### src/rtl/barrel_sched_pkg.sv
package barrel_sched_pkg;

    typedef enum logic [1:0] {
        CTX_IDLE  = 2'd0,
        CTX_READY = 2'd1,
        CTX_WRES  = 2'd2,
        CTX_WMISS = 2'd3
    } ctx_state_e;

    function automatic logic is_ready(input ctx_state_e s);
        return s == CTX_READY;
    endfunction

    function automatic logic is_waiting_result(input ctx_state_e s);
        return s == CTX_WRES;
    endfunction

endpackage

### src/rtl/rr_picker.sv
module rr_picker #(
    parameter int N  = 4,
    localparam int IW = (N > 1) ? $clog2(N) : 1
) (
    input  logic          clk,
    input  logic          rst,
    input  logic [N-1:0]  req,
    input  logic          adv,
    output logic          gnt_valid,
    output logic [IW-1:0] gnt_idx
);
    logic [IW-1:0] last_q;
    logic [IW-1:0] idx_c;

    always_comb begin
        int j;
        idx_c = '0;
        for (int k = N; k >= 1; k--) begin
            j = int'(last_q) + k;
            if (j >= N) j = j - N;
            if (req[j]) idx_c = IW'(j);
        end
    end

    assign gnt_valid = |req;
    assign gnt_idx   = idx_c;

    always_ff @(posedge clk) begin
        if (rst)                  last_q <= IW'(N - 1);
        else if (adv && gnt_valid) last_q <= idx_c;
    end


    rr_grant_chk: assert property (@(posedge clk) disable iff (rst)
        gnt_valid |-> req[gnt_idx]);

endmodule

### src/rtl/thread_ctx.sv
module thread_ctx
    import barrel_sched_pkg::*;
#(
    parameter int              PC_W     = 32,
    parameter bit              BOOT     = 1'b0,
    parameter logic [PC_W-1:0] RESET_PC = '0,
    parameter logic [PC_W-1:0] PC_STEP  = PC_W'(4)
) (
    input  logic            clk,
    input  logic            rst,
    input  logic            issue_sel,
    input  logic            cmp_sel,
    input  logic            cmp_halt,
    input  logic            cmp_redir,
    input  logic [PC_W-1:0] cmp_target,
    input  logic            miss_sel,
    input  logic            fill_done_sel,
    input  logic            fork_sel,
    input  logic [PC_W-1:0] fork_pc,
    output ctx_state_e      state_o,
    output logic [PC_W-1:0] pc_o
);
    ctx_state_e      state_q;
    logic [PC_W-1:0] pc_q;

    always_ff @(posedge clk) begin
        if (rst) begin
            state_q <= BOOT ? CTX_READY : CTX_IDLE;
            pc_q    <= BOOT ? RESET_PC : '0;
        end else begin
            unique case (state_q)
                CTX_IDLE: if (fork_sel) begin
                    state_q <= CTX_READY;
                    pc_q    <= fork_pc;
                end
                CTX_READY: if (issue_sel) begin
                    state_q <= CTX_WRES;
                    pc_q    <= pc_q + PC_STEP;
                end
                CTX_WRES: begin
                    if (miss_sel) begin
                        state_q <= CTX_WMISS;
                        pc_q    <= pc_q - PC_STEP;
                    end else if (cmp_sel) begin
                        state_q <= cmp_halt ? CTX_IDLE : CTX_READY;
                        if (cmp_redir) pc_q <= cmp_target;
                    end
                end
                CTX_WMISS: if (fill_done_sel) state_q <= CTX_READY;
                default: state_q <= CTX_IDLE;
            endcase
        end
    end

    assign state_o = state_q;
    assign pc_o    = pc_q;


    wres_hold_chk: assert property (@(posedge clk) disable iff (rst)
        (state_q == CTX_WRES && !cmp_sel && !miss_sel) |=> state_q == CTX_WRES);


    miss_hold_chk: assert property (@(posedge clk) disable iff (rst)
        (state_q == CTX_WMISS && !fill_done_sel) |=> state_q == CTX_WMISS);


    idle_hold_chk: assert property (@(posedge clk) disable iff (rst)
        (state_q == CTX_IDLE && !fork_sel) |=> state_q == CTX_IDLE);

endmodule

### src/rtl/fill_tracker.sv
module fill_tracker #(
    parameter int N  = 4,
    localparam int IW = (N > 1) ? $clog2(N) : 1
) (
    input  logic          clk,
    input  logic          rst,
    input  logic          miss_acc,
    input  logic [IW-1:0] miss_tid,
    input  logic          fill_done,
    output logic [N-1:0]  done_vec,
    output logic          fill_start,
    output logic [IW-1:0] fill_tid
);
    logic [N-1:0]  pending_q;
    logic          busy_q;
    logic [IW-1:0] owner_q;
    logic          any_wait;
    logic [IW-1:0] pick;
    logic          grant;

    rr_picker #(.N(N)) u_fill_rr (
        .clk       (clk),
        .rst       (rst),
        .req       (pending_q),
        .adv       (grant),
        .gnt_valid (any_wait),
        .gnt_idx   (pick)
    );

    assign grant      = !busy_q && any_wait;
    assign fill_start = grant;
    assign fill_tid   = pick;
    assign done_vec   = (busy_q && fill_done) ? (N'(1) << owner_q) : '0;

    always_ff @(posedge clk) begin
        if (rst) begin
            pending_q <= '0;
            busy_q    <= 1'b0;
            owner_q   <= '0;
        end else begin
            if (grant) begin
                busy_q          <= 1'b1;
                owner_q         <= pick;
                pending_q[pick] <= 1'b0;
            end else if (busy_q && fill_done) begin
                busy_q <= 1'b0;
            end
            if (miss_acc) pending_q[miss_tid] <= 1'b1;
        end
    end


    fill_single_chk: assert property (@(posedge clk) disable iff (rst)
        fill_start |=> !fill_start);

endmodule

### src/rtl/barrel_issue_sched.sv
module barrel_issue_sched
    import barrel_sched_pkg::*;
#(
    parameter int              NUM_THREADS = 4,
    parameter int              PC_W        = 32,
    parameter logic [PC_W-1:0] RESET_PC    = PC_W'(32'h0000_1000),
    parameter logic [PC_W-1:0] PC_STEP     = PC_W'(4),
    localparam int             TID_W       = (NUM_THREADS > 1) ? $clog2(NUM_THREADS) : 1
) (
    input  logic             clk,
    input  logic             rst,
    input  logic             fork_valid,
    input  logic [TID_W-1:0] fork_tid,
    input  logic [PC_W-1:0]  fork_pc,
    input  logic             cmp_valid,
    input  logic [TID_W-1:0] cmp_tid,
    input  logic             cmp_halt,
    input  logic             cmp_redir,
    input  logic [PC_W-1:0]  cmp_target,
    input  logic             miss_valid,
    input  logic [TID_W-1:0] miss_tid,
    input  logic             fill_done,
    output logic             issue_valid,
    output logic [TID_W-1:0] issue_tid,
    output logic [PC_W-1:0]  issue_pc,
    output logic             fill_start,
    output logic [TID_W-1:0] fill_tid
);
    ctx_state_e             ctx_st [NUM_THREADS];
    logic [PC_W-1:0]        ctx_pc [NUM_THREADS];
    logic [NUM_THREADS-1:0] ready_vec;
    logic [NUM_THREADS-1:0] done_vec;
    logic                   miss_acc;

    for (genvar i = 0; i < NUM_THREADS; i++) begin : g_ctx
        thread_ctx #(
            .PC_W     (PC_W),
            .BOOT     (i == 0),
            .RESET_PC (RESET_PC),
            .PC_STEP  (PC_STEP)
        ) u_ctx (
            .clk           (clk),
            .rst           (rst),
            .issue_sel     (issue_valid && issue_tid == TID_W'(i)),
            .cmp_sel       (cmp_valid && cmp_tid == TID_W'(i)),
            .cmp_halt      (cmp_halt),
            .cmp_redir     (cmp_redir),
            .cmp_target    (cmp_target),
            .miss_sel      (miss_valid && miss_tid == TID_W'(i)),
            .fill_done_sel (done_vec[i]),
            .fork_sel      (fork_valid && fork_tid == TID_W'(i)),
            .fork_pc       (fork_pc),
            .state_o       (ctx_st[i]),
            .pc_o          (ctx_pc[i])
        );
        assign ready_vec[i] = is_ready(ctx_st[i]);
    end

    rr_picker #(.N(NUM_THREADS)) u_issue_rr (
        .clk       (clk),
        .rst       (rst),
        .req       (ready_vec),
        .adv       (1'b1),
        .gnt_valid (issue_valid),
        .gnt_idx   (issue_tid)
    );

    assign issue_pc = ctx_pc[issue_tid];
    assign miss_acc = miss_valid && is_waiting_result(ctx_st[miss_tid]);

    fill_tracker #(.N(NUM_THREADS)) u_fill (
        .clk        (clk),
        .rst        (rst),
        .miss_acc   (miss_acc),
        .miss_tid   (miss_tid),
        .fill_done  (fill_done),
        .done_vec   (done_vec),
        .fill_start (fill_start),
        .fill_tid   (fill_tid)
    );


    no_back_to_back_chk: assert property (@(posedge clk) disable iff (rst)
        issue_valid |=> !(issue_valid && issue_tid == $past(issue_tid)));

endmodule

### config.mk
export PLATFORM = sky130hd
export DESIGN_NAME = barrel_issue_sched
export DESIGN_NICKNAME = d
export VERILOG_FILES = /design/src/rtl/barrel_sched_pkg.sv /design/src/rtl/rr_picker.sv /design/src/rtl/thread_ctx.sv /design/src/rtl/fill_tracker.sv /design/src/rtl/barrel_issue_sched.sv
export SDC_FILE = /design/constraint.sdc
export NUM_CORES = 1
export LEC_CHECK = 0
export BUFFER_PORTS_ARGS = -buffer_cell sky130_fd_sc_hd__buf_2
export CORE_MARGIN = 2
export CORE_UTILIZATION = 35
export DETAILED_ROUTE_END_ITERATION = 8
export PLACE_DENSITY = 0.62
export SYNTH_ARGS = -nofsm -noshare
export SYNTH_HDL_FRONTEND = slang
export SYNTH_HIERARCHICAL = 1
export SYNTH_SLANG_ARGS = --single-unit
### constraint.sdc
create_clock -name clk -period 4.1 [get_ports clk]
set_clock_uncertainty 0.05 [all_clocks]
set_input_delay 0.205 -clock clk [delete_from_list [all_inputs] [get_ports clk]]
set_output_delay 0.205 -clock clk [all_outputs]
set_load 0.05 [all_outputs]
## Yosys cells after proc, flatten, opt, wreduce, memory -nomap -nowiden

Cells that the tools add are included.

- Add/sub/neg operators: 24
- Equality and inequality tests: 45
- Shifts and indexed selects: 1
- Order comparisons: 22
- Bitwise logic cells: 5
- Multiplexer cells: 102
- Reductions and logical operators: 46

Operators with widths:

| cell | number |
|---|---|
| 32-bit 2-to-1 mux | 27 |
| 32-bit one-hot mux with 3 select lines | 4 |
| 32-bit by 4-bit less-than comparator with 1-bit output (second input constant) | 8 |
| 32-bit by 4-bit >= comparator with 1-bit output (second input constant) | 5 |
| 32-bit by 4-bit subtractor with 32-bit output (second input constant) | 5 |
| 32-bit by 3-bit adder with 32-bit output (second input constant) | 4 |
| 32-bit by 3-bit subtractor with 32-bit output (second input constant) | 4 |
| 32-bit binary-select mux with 2-bit select | 1 |
| 2-bit 2-to-1 mux | 30 |
| 2-bit equality test (second input constant) | 17 |
| 2-bit one-hot mux with 4 select lines | 4 |
| 1-bit logical AND | 22 |
| 1-bit 2-to-1 mux | 21 |
| 5-bit AND reduction | 4 |
| 1-bit binary-select mux with 2-bit select | 8 |
| 2-bit by 1-bit equality test with 1-bit output (second input constant) | 8 |
| 2-bit zero test | 8 |
| 4-bit 2-to-1 mux | 4 |
| 2-bit inequality test (second input constant) | 8 |
| 4-bit AND reduction | 4 |
| 3-bit >= comparator (second input constant) | 5 |
| 2-bit by 2-bit adder with 3-bit output (second input constant) | 4 |
| 3-bit by 1-bit inequality test with 1-bit output (second input constant) | 4 |
| 3-bit by 2-bit inequality test with 1-bit output (second input constant) | 4 |
| other kinds (17) | 32 |

- Word-level logic and storage cells: 258
- Bits of input ports: 78
- Register bits after elaboration: 147

## Depth between registers and ports, before layout

- Depth in word-level cells: 20
- Depth in mapped cells: 16
- Depth with buffers taken out: 12

## Modules after synthesis

Netlist, hierarchy kept.

By module, submodules not included:

| module | cells each | area an instance (um^2) | times used |
|---|---|---|---|
| thread_ctx (g_ctx[1].u_ctx ...) | 521 | 3587.2 | 2 |
| thread_ctx (g_ctx[0].u_ctx) | 542 | 3604.7 | 1 |
| thread_ctx (g_ctx[3].u_ctx) | 526 | 3505.9 | 1 |
| barrel_issue_sched | 74 | 999.7 | 1 |
| rr_picker | 22 | 185.2 | 2 |
| fill_tracker | 37 | 314.1 | 1 |

## Worst setup path before layout

Ideal clock, no wire load.

- Path kind: register to register
- From: reg g_ctx[3].u_ctx.state_q[0]
- To: reg g_ctx[3].u_ctx.pc_q[19]
- Library setup time: 0.095 ns
- Data required time: 3.955 ns
- Data arrival time: 4.354 ns
- Clock period less this slack: 4.499 ns
- Cell stages (with the launch flop): 15
- Slack: -0.399 ns
- Cells stage by stage: dfxtp_1 inv_1 nor2_1 nand2b_1 a311oi_1 buf_2 buf_2 and3_1 nand2b_1 nand2_1 nor3_1 clkbuf_1 clkbuf_1 o21ai_0 a221oi_1

- Longest elaborated chain between the ends: 12
- Elaborated cells between the ends (all ways): 29
- Those cells by class: eq/ne (7); mux (17); reduce/logical (5)

Ends and longest elaborated chain:

| what | RTL line | RTL |
|---|---|---|
| start: declaration | thread_ctx.sv:23 | `ctx_state_e state_q;` |
| start signal: assignment | thread_ctx.sv:28 | `state_q <= BOOT ? CTX_READY : CTX_IDLE;` |
| start signal: assignment | thread_ctx.sv:45 | `state_q <= cmp_halt ? CTX_IDLE : CTX_READY;` |
| 2-bit by 1-bit equality test with 1-bit output (*) | barrel_sched_pkg.sv:11 | `return s == CTX_READY;` |
| net ready_vec[3] | barrel_issue_sched.sv:31 | `logic [NUM_THREADS-1:0] ready_vec;` |
| 1-bit binary-select mux with 2-bit select | rr_picker.sv:21 | `if (req[j]) idx_c = IW'(j);` |
| 1-bit 2-to-1 mux (not written as such) (2 in series) | rr_picker.sv:21 |  |
| 2-bit 2-to-1 mux (3 in series) | rr_picker.sv:21 |  |
| 2-bit 2-to-1 mux (*) | rr_picker.sv:21 |  |
| net issue_tid[1] | barrel_issue_sched.sv:24 | `output logic [TID_W-1:0] issue_tid,` |
| 2-bit equality test (*) | barrel_issue_sched.sv:44 | `.issue_sel (issue_valid && issue_tid == TID_W'(i)),` |
| 1-bit logical AND (*) | barrel_issue_sched.sv:44 |  |
| 2-bit inequality test (no source line) (*) | - |  |
| 5-bit AND reduction (no source line) (*) | - |  |
| end signal: assignment | thread_ctx.sv:38 | `pc_q <= pc_q + PC_STEP;` |
| end signal: assignment | thread_ctx.sv:43 | `pc_q <= pc_q - PC_STEP;` |
| end signal: assignment | thread_ctx.sv:46 | `if (cmp_redir) pc_q <= cmp_target;` |
| end: declaration | thread_ctx.sv:24 | `logic [PC_W-1:0] pc_q;` |

Mark *: on every way through the listed nets, which the timed path passes. The rest lies on a longest branch. The select of a mux whose other input is x is not followed.
A chain may end at the register's enable or synchronous reset.

## Final worst setup path

- From: reg g_ctx[3].u_ctx.state_q[0]
- To: reg g_ctx[2].u_ctx.pc_q[0]

- Longest elaborated chain between the ends: 12
- Elaborated cells between the ends (all ways): 22
- Those cells by class: eq/ne (3); mux (16); reduce/logical (3)

Ends and longest elaborated chain:

| what | RTL line |
|---|---|
| 2-bit by 1-bit equality test with 1-bit output (*) | barrel_sched_pkg.sv:11 |
| net ready_vec[3] | barrel_issue_sched.sv:31 |
| 1-bit binary-select mux with 2-bit select | rr_picker.sv:21 |
| 1-bit 2-to-1 mux (not written as such) (2 in series) | rr_picker.sv:21 |
| 2-bit 2-to-1 mux (4 in series) | rr_picker.sv:21 |
| 2-bit equality test | barrel_issue_sched.sv:44 |
| 1-bit logical AND (*) | barrel_issue_sched.sv:44 |
| 2-bit inequality test (no source line) (*) | - |
| 5-bit AND reduction (no source line) (*) | - |
| end signal: assignment | thread_ctx.sv:38 |
| end signal: assignment | thread_ctx.sv:43 |
| end signal: assignment | thread_ctx.sv:46 |
| end: declaration | thread_ctx.sv:24 |

Marks and branches as above.

==> flow_summary.toml <==
[power_and_ir_drop]
p_comb_frac = 0.633
ir_drop_mv = 0.388
total_power_mw = 12.8
seqPwrFrac = 0.232
p_sw_frac = 0.570
internal_power_mw = 5.51
p_switching_mw = 7.30
power.density_mw_per_mm2 = 728
clkPwrFrac = 0.134
p_leak_nw = 6.12

[placement]
place.gp.congestion = 1.03
hpwl_um = 57600
dp_cells = 2834
port_buffers = 115
dp_slack_ns = 0.515

[global_routing]
grt.overflow.total = 0
antenna_found_initial = 4
grt_max_degree = 62
grt_usage = 0.320
grt_pass1_wl_um = 114000
grt_pass1_vias = 18000

[critical_path]
rr_startpoint = "g_ctx[3].u_ctx/state_o[0]"
cp_max_fo = 31
critPathArrivalTime_ns = 4.26
cp.required_ns = 4.49
r2r_slack_ns = 0.23
cp-startpoint = "g_ctx[3].u_ctx/state_o[0]"
end_kind = "flop"
endpoint = "g_ctx[2].u_ctx/pc_o[0]"
rr_worst_depth = 13
r2r_end = "g_ctx[2].u_ctx/pc_o[0]"
critPathKind = "reg -> reg"
startpoint_type = "flop"

[sta]
post-route-period-util = 0.944
finalSetupTns_ns = 0
hold_viol = 0
relSlewSlack = 0.370
rsz0062_at_grt = "false"
finalWorstSetupSlack_ns = 0.228
maxSlewViolCount = 0
finalSetupViolations = 0
worst_pin_slew_ns = 0.922
layout_min_cycle_time_ns = 3.87
max_freq_ghz = 0.258

[yosys]
syn_inst = 2265
dominantRegCellSynth = "dfxtp_1"
synthAdderAreaFrac = 0.0219
synth-compound-area-share = 0.271
syn_area_per_cell_um2 = 7.05
ys_ff_latch = 147
ys_types = 93
synth_common_cells = "nand2_1 (234), nor2_1 (208), o21ai_0 (165), clkbuf_1 (158), dfxtp_1 (147)"
synthSimpleGateAreaFrac = 0.345
yosysWarnings = 6
yosysMostFrequentCell = "nand2_1"
ys_seq_area_frac = 0.184
synth.top_cell.area_share = 0.184
yosys.area.top_type = "dfxtp_1"
synthTopCellsByArea = "dfxtp_1 (18%), nand2_1 (5.5%), o21ai_0 (5.2%)"
synth_area_mm2 = 0.0160
synth-edff-count = 0
synthMuxAreaShare = 0.0609
async_flop_share = 0
synth_top_family_by_area = "simple AND/OR/NAND/NOR gates"
synth_xor_area_frac = 0.0395

[drt]
first_pass_iters = 6
drtIter0Drc = 1997
wirelength_um = 76900
postRouteAntennaNets = 0
vias = 19400
vias_per_cell = 6.76
wire_per_inst_um = 26.8
drc = 0

[min_path]
min_path_type = "in -> reg"
hold_depth = 3

[finish]
nNetsFinal = 2366
fill_cells = 4734
layoutNonFillerInstCount = 2873
syn2layout_area_growth_pct = 10.2
fin_util = 0.390
final_layout_size_suffix_gt1_frac = 0.136
diodes = 0

[clocking]
clk_latency_ns = 0.50
cts_sinks = 147
clk_pin_slew_ns = 0.07
cts_tree = "built"
htreeDepth = 4
root_buffer = "clkbuf_16"
clk_path_buf_depth = 2
numCtsBuffers = 17

[floorplanning]
core_area_mm2 = 0.0452
die_h_um = 218
rows = 78
ios = 116
start_util = 0.353
dieArea_mm2 = 0.0473
die_w_um = 218

[run]
maxCapViolCount = 0

[outcome]
outcome = "finished, final reports clean"
-- power by group through the flow --
stage / Combinational (mW) / Sequential (mW) / Clock, mW
finish: 8.11 / 2.97 / 1.72
global route: 8.62 / 3.02 / 1.79
CTS: 7.89 / 2.89 / 1.74
detailed placement: 7.86 / 2.93 / 0
global placement: 7.75 / 2.91 / 0
floorplan: 6.23 / 2.18 / 0
-- per-layer routing --
metal	global-route usage	share of wire
met5	0	0.00033
met4	0.153	0.048
met3	0.0828	0.13
met2	0.497	0.44
met1	0.412	0.38
-- cells in the final DEF, fill, tap and decap left out, types with 29 or more instances in the layout --
cell,instances
mux4_2,29
a31oi_1,43
buf_2,114
inv_1,77
xnor2_1,51
a221oi_1,33
a21oi_1,112
o211ai_1,50
nand3_1,103
or3_1,37
o21ai_0,165
nor4_1,56
nor2_1,206
nand2_1,234
and3_1,34
nand4_1,47
buf_4,59
dfxtp_1,147
nor3_1,111
-- worst min-delay path by stage --
stage / startpoint / endpoint / slack [ns]
floorplan: rst / u_fill/busy_q / 0.22
global placement: miss_tid[0] / u_fill/pending_q[2] / 0.42
detailed placement: miss_tid[0] / u_fill/pending_q[2] / 0.43
CTS: miss_tid[1] / u_fill/pending_q[2] / 0.03
global route: fork_pc[7] / g_ctx[0].u_ctx/pc_o[7] / 0.08
finish: fork_pc[11] / g_ctx[3].u_ctx/pc_o[11] / 0.07
-- timing repair --
| item | CTS | global route |
|---|---|---|
| endpoints found under the hold margin | 11 | 0 |
| gates resized for setup | 0 | 3 |
| buffers inserted | 0 | 0 |
| setup endpoints to repair | 0 | 1 |
| hold buffers | 7 | 0 |
-- logic make-up (layout without fill, tap and decap cells) --
group,count (synthesis),in the layout
flops,147,147
compound gates,638,638
mux,54,54
xor+xnor,72,72
fa+ha+maj,28,28
buf+inv,289,295
other cells,1,3
simple gates,1036,1036
-- state kept, by name, indices dropped and copies added (netlist names) --
register,count
u_fill/owner_q,2
g_ctx.u_ctx/state_o,8
u_fill/u_fill_rr/last_q,2
u_fill/busy_q,1
u_fill/pending_q,4
u_issue_rr/last_q,2
g_ctx.u_ctx/pc_o,128
-- worst max-delay path, cell delays in order, from the launching register on --
cell	delay (ns)
dfxtp_1	0.44
inv_1	0.10
nor2_2	0.24
nand2b_1	0.16
a311oi_4	0.47
nand2_1	0.10
nor2_1	0.14
nor2b_1	0.12
a2111o_2	0.61
buf_12	0.23
nor3_2	0.27
nor2_1	0.07
a311oi_1	0.23
dlygate4sd3_1	0.58
-- layout make-up --
| type | count | area [µm²] | share of cell area |
|---|---|---|---|
| well taps | 600 | 751 | 0.0426 |
| inverters | 81 | 304 | 0.0173 |
| clock buffers | 20 | 447 | 0.0254 |
| repair buffers | 182 | 1120 | 0.0638 |
| clock inverters | 12 | 138 | 0.00782 |
| flip-flops and latches | 147 | 2940 | 0.167 |
| multi-input cells | 1831 | 11900 | 0.676 |
-- stage by stage --
stage               area (µm²)  hold slack (ns)
floorplan                16000            0.224
global placement         16900            0.421
detailed placement       16900            0.433
CTS                      17600           0.0336
global route             17600           0.0796
finish                   17600           0.0696
Note: power is estimated with default switching activity, not from simulation.
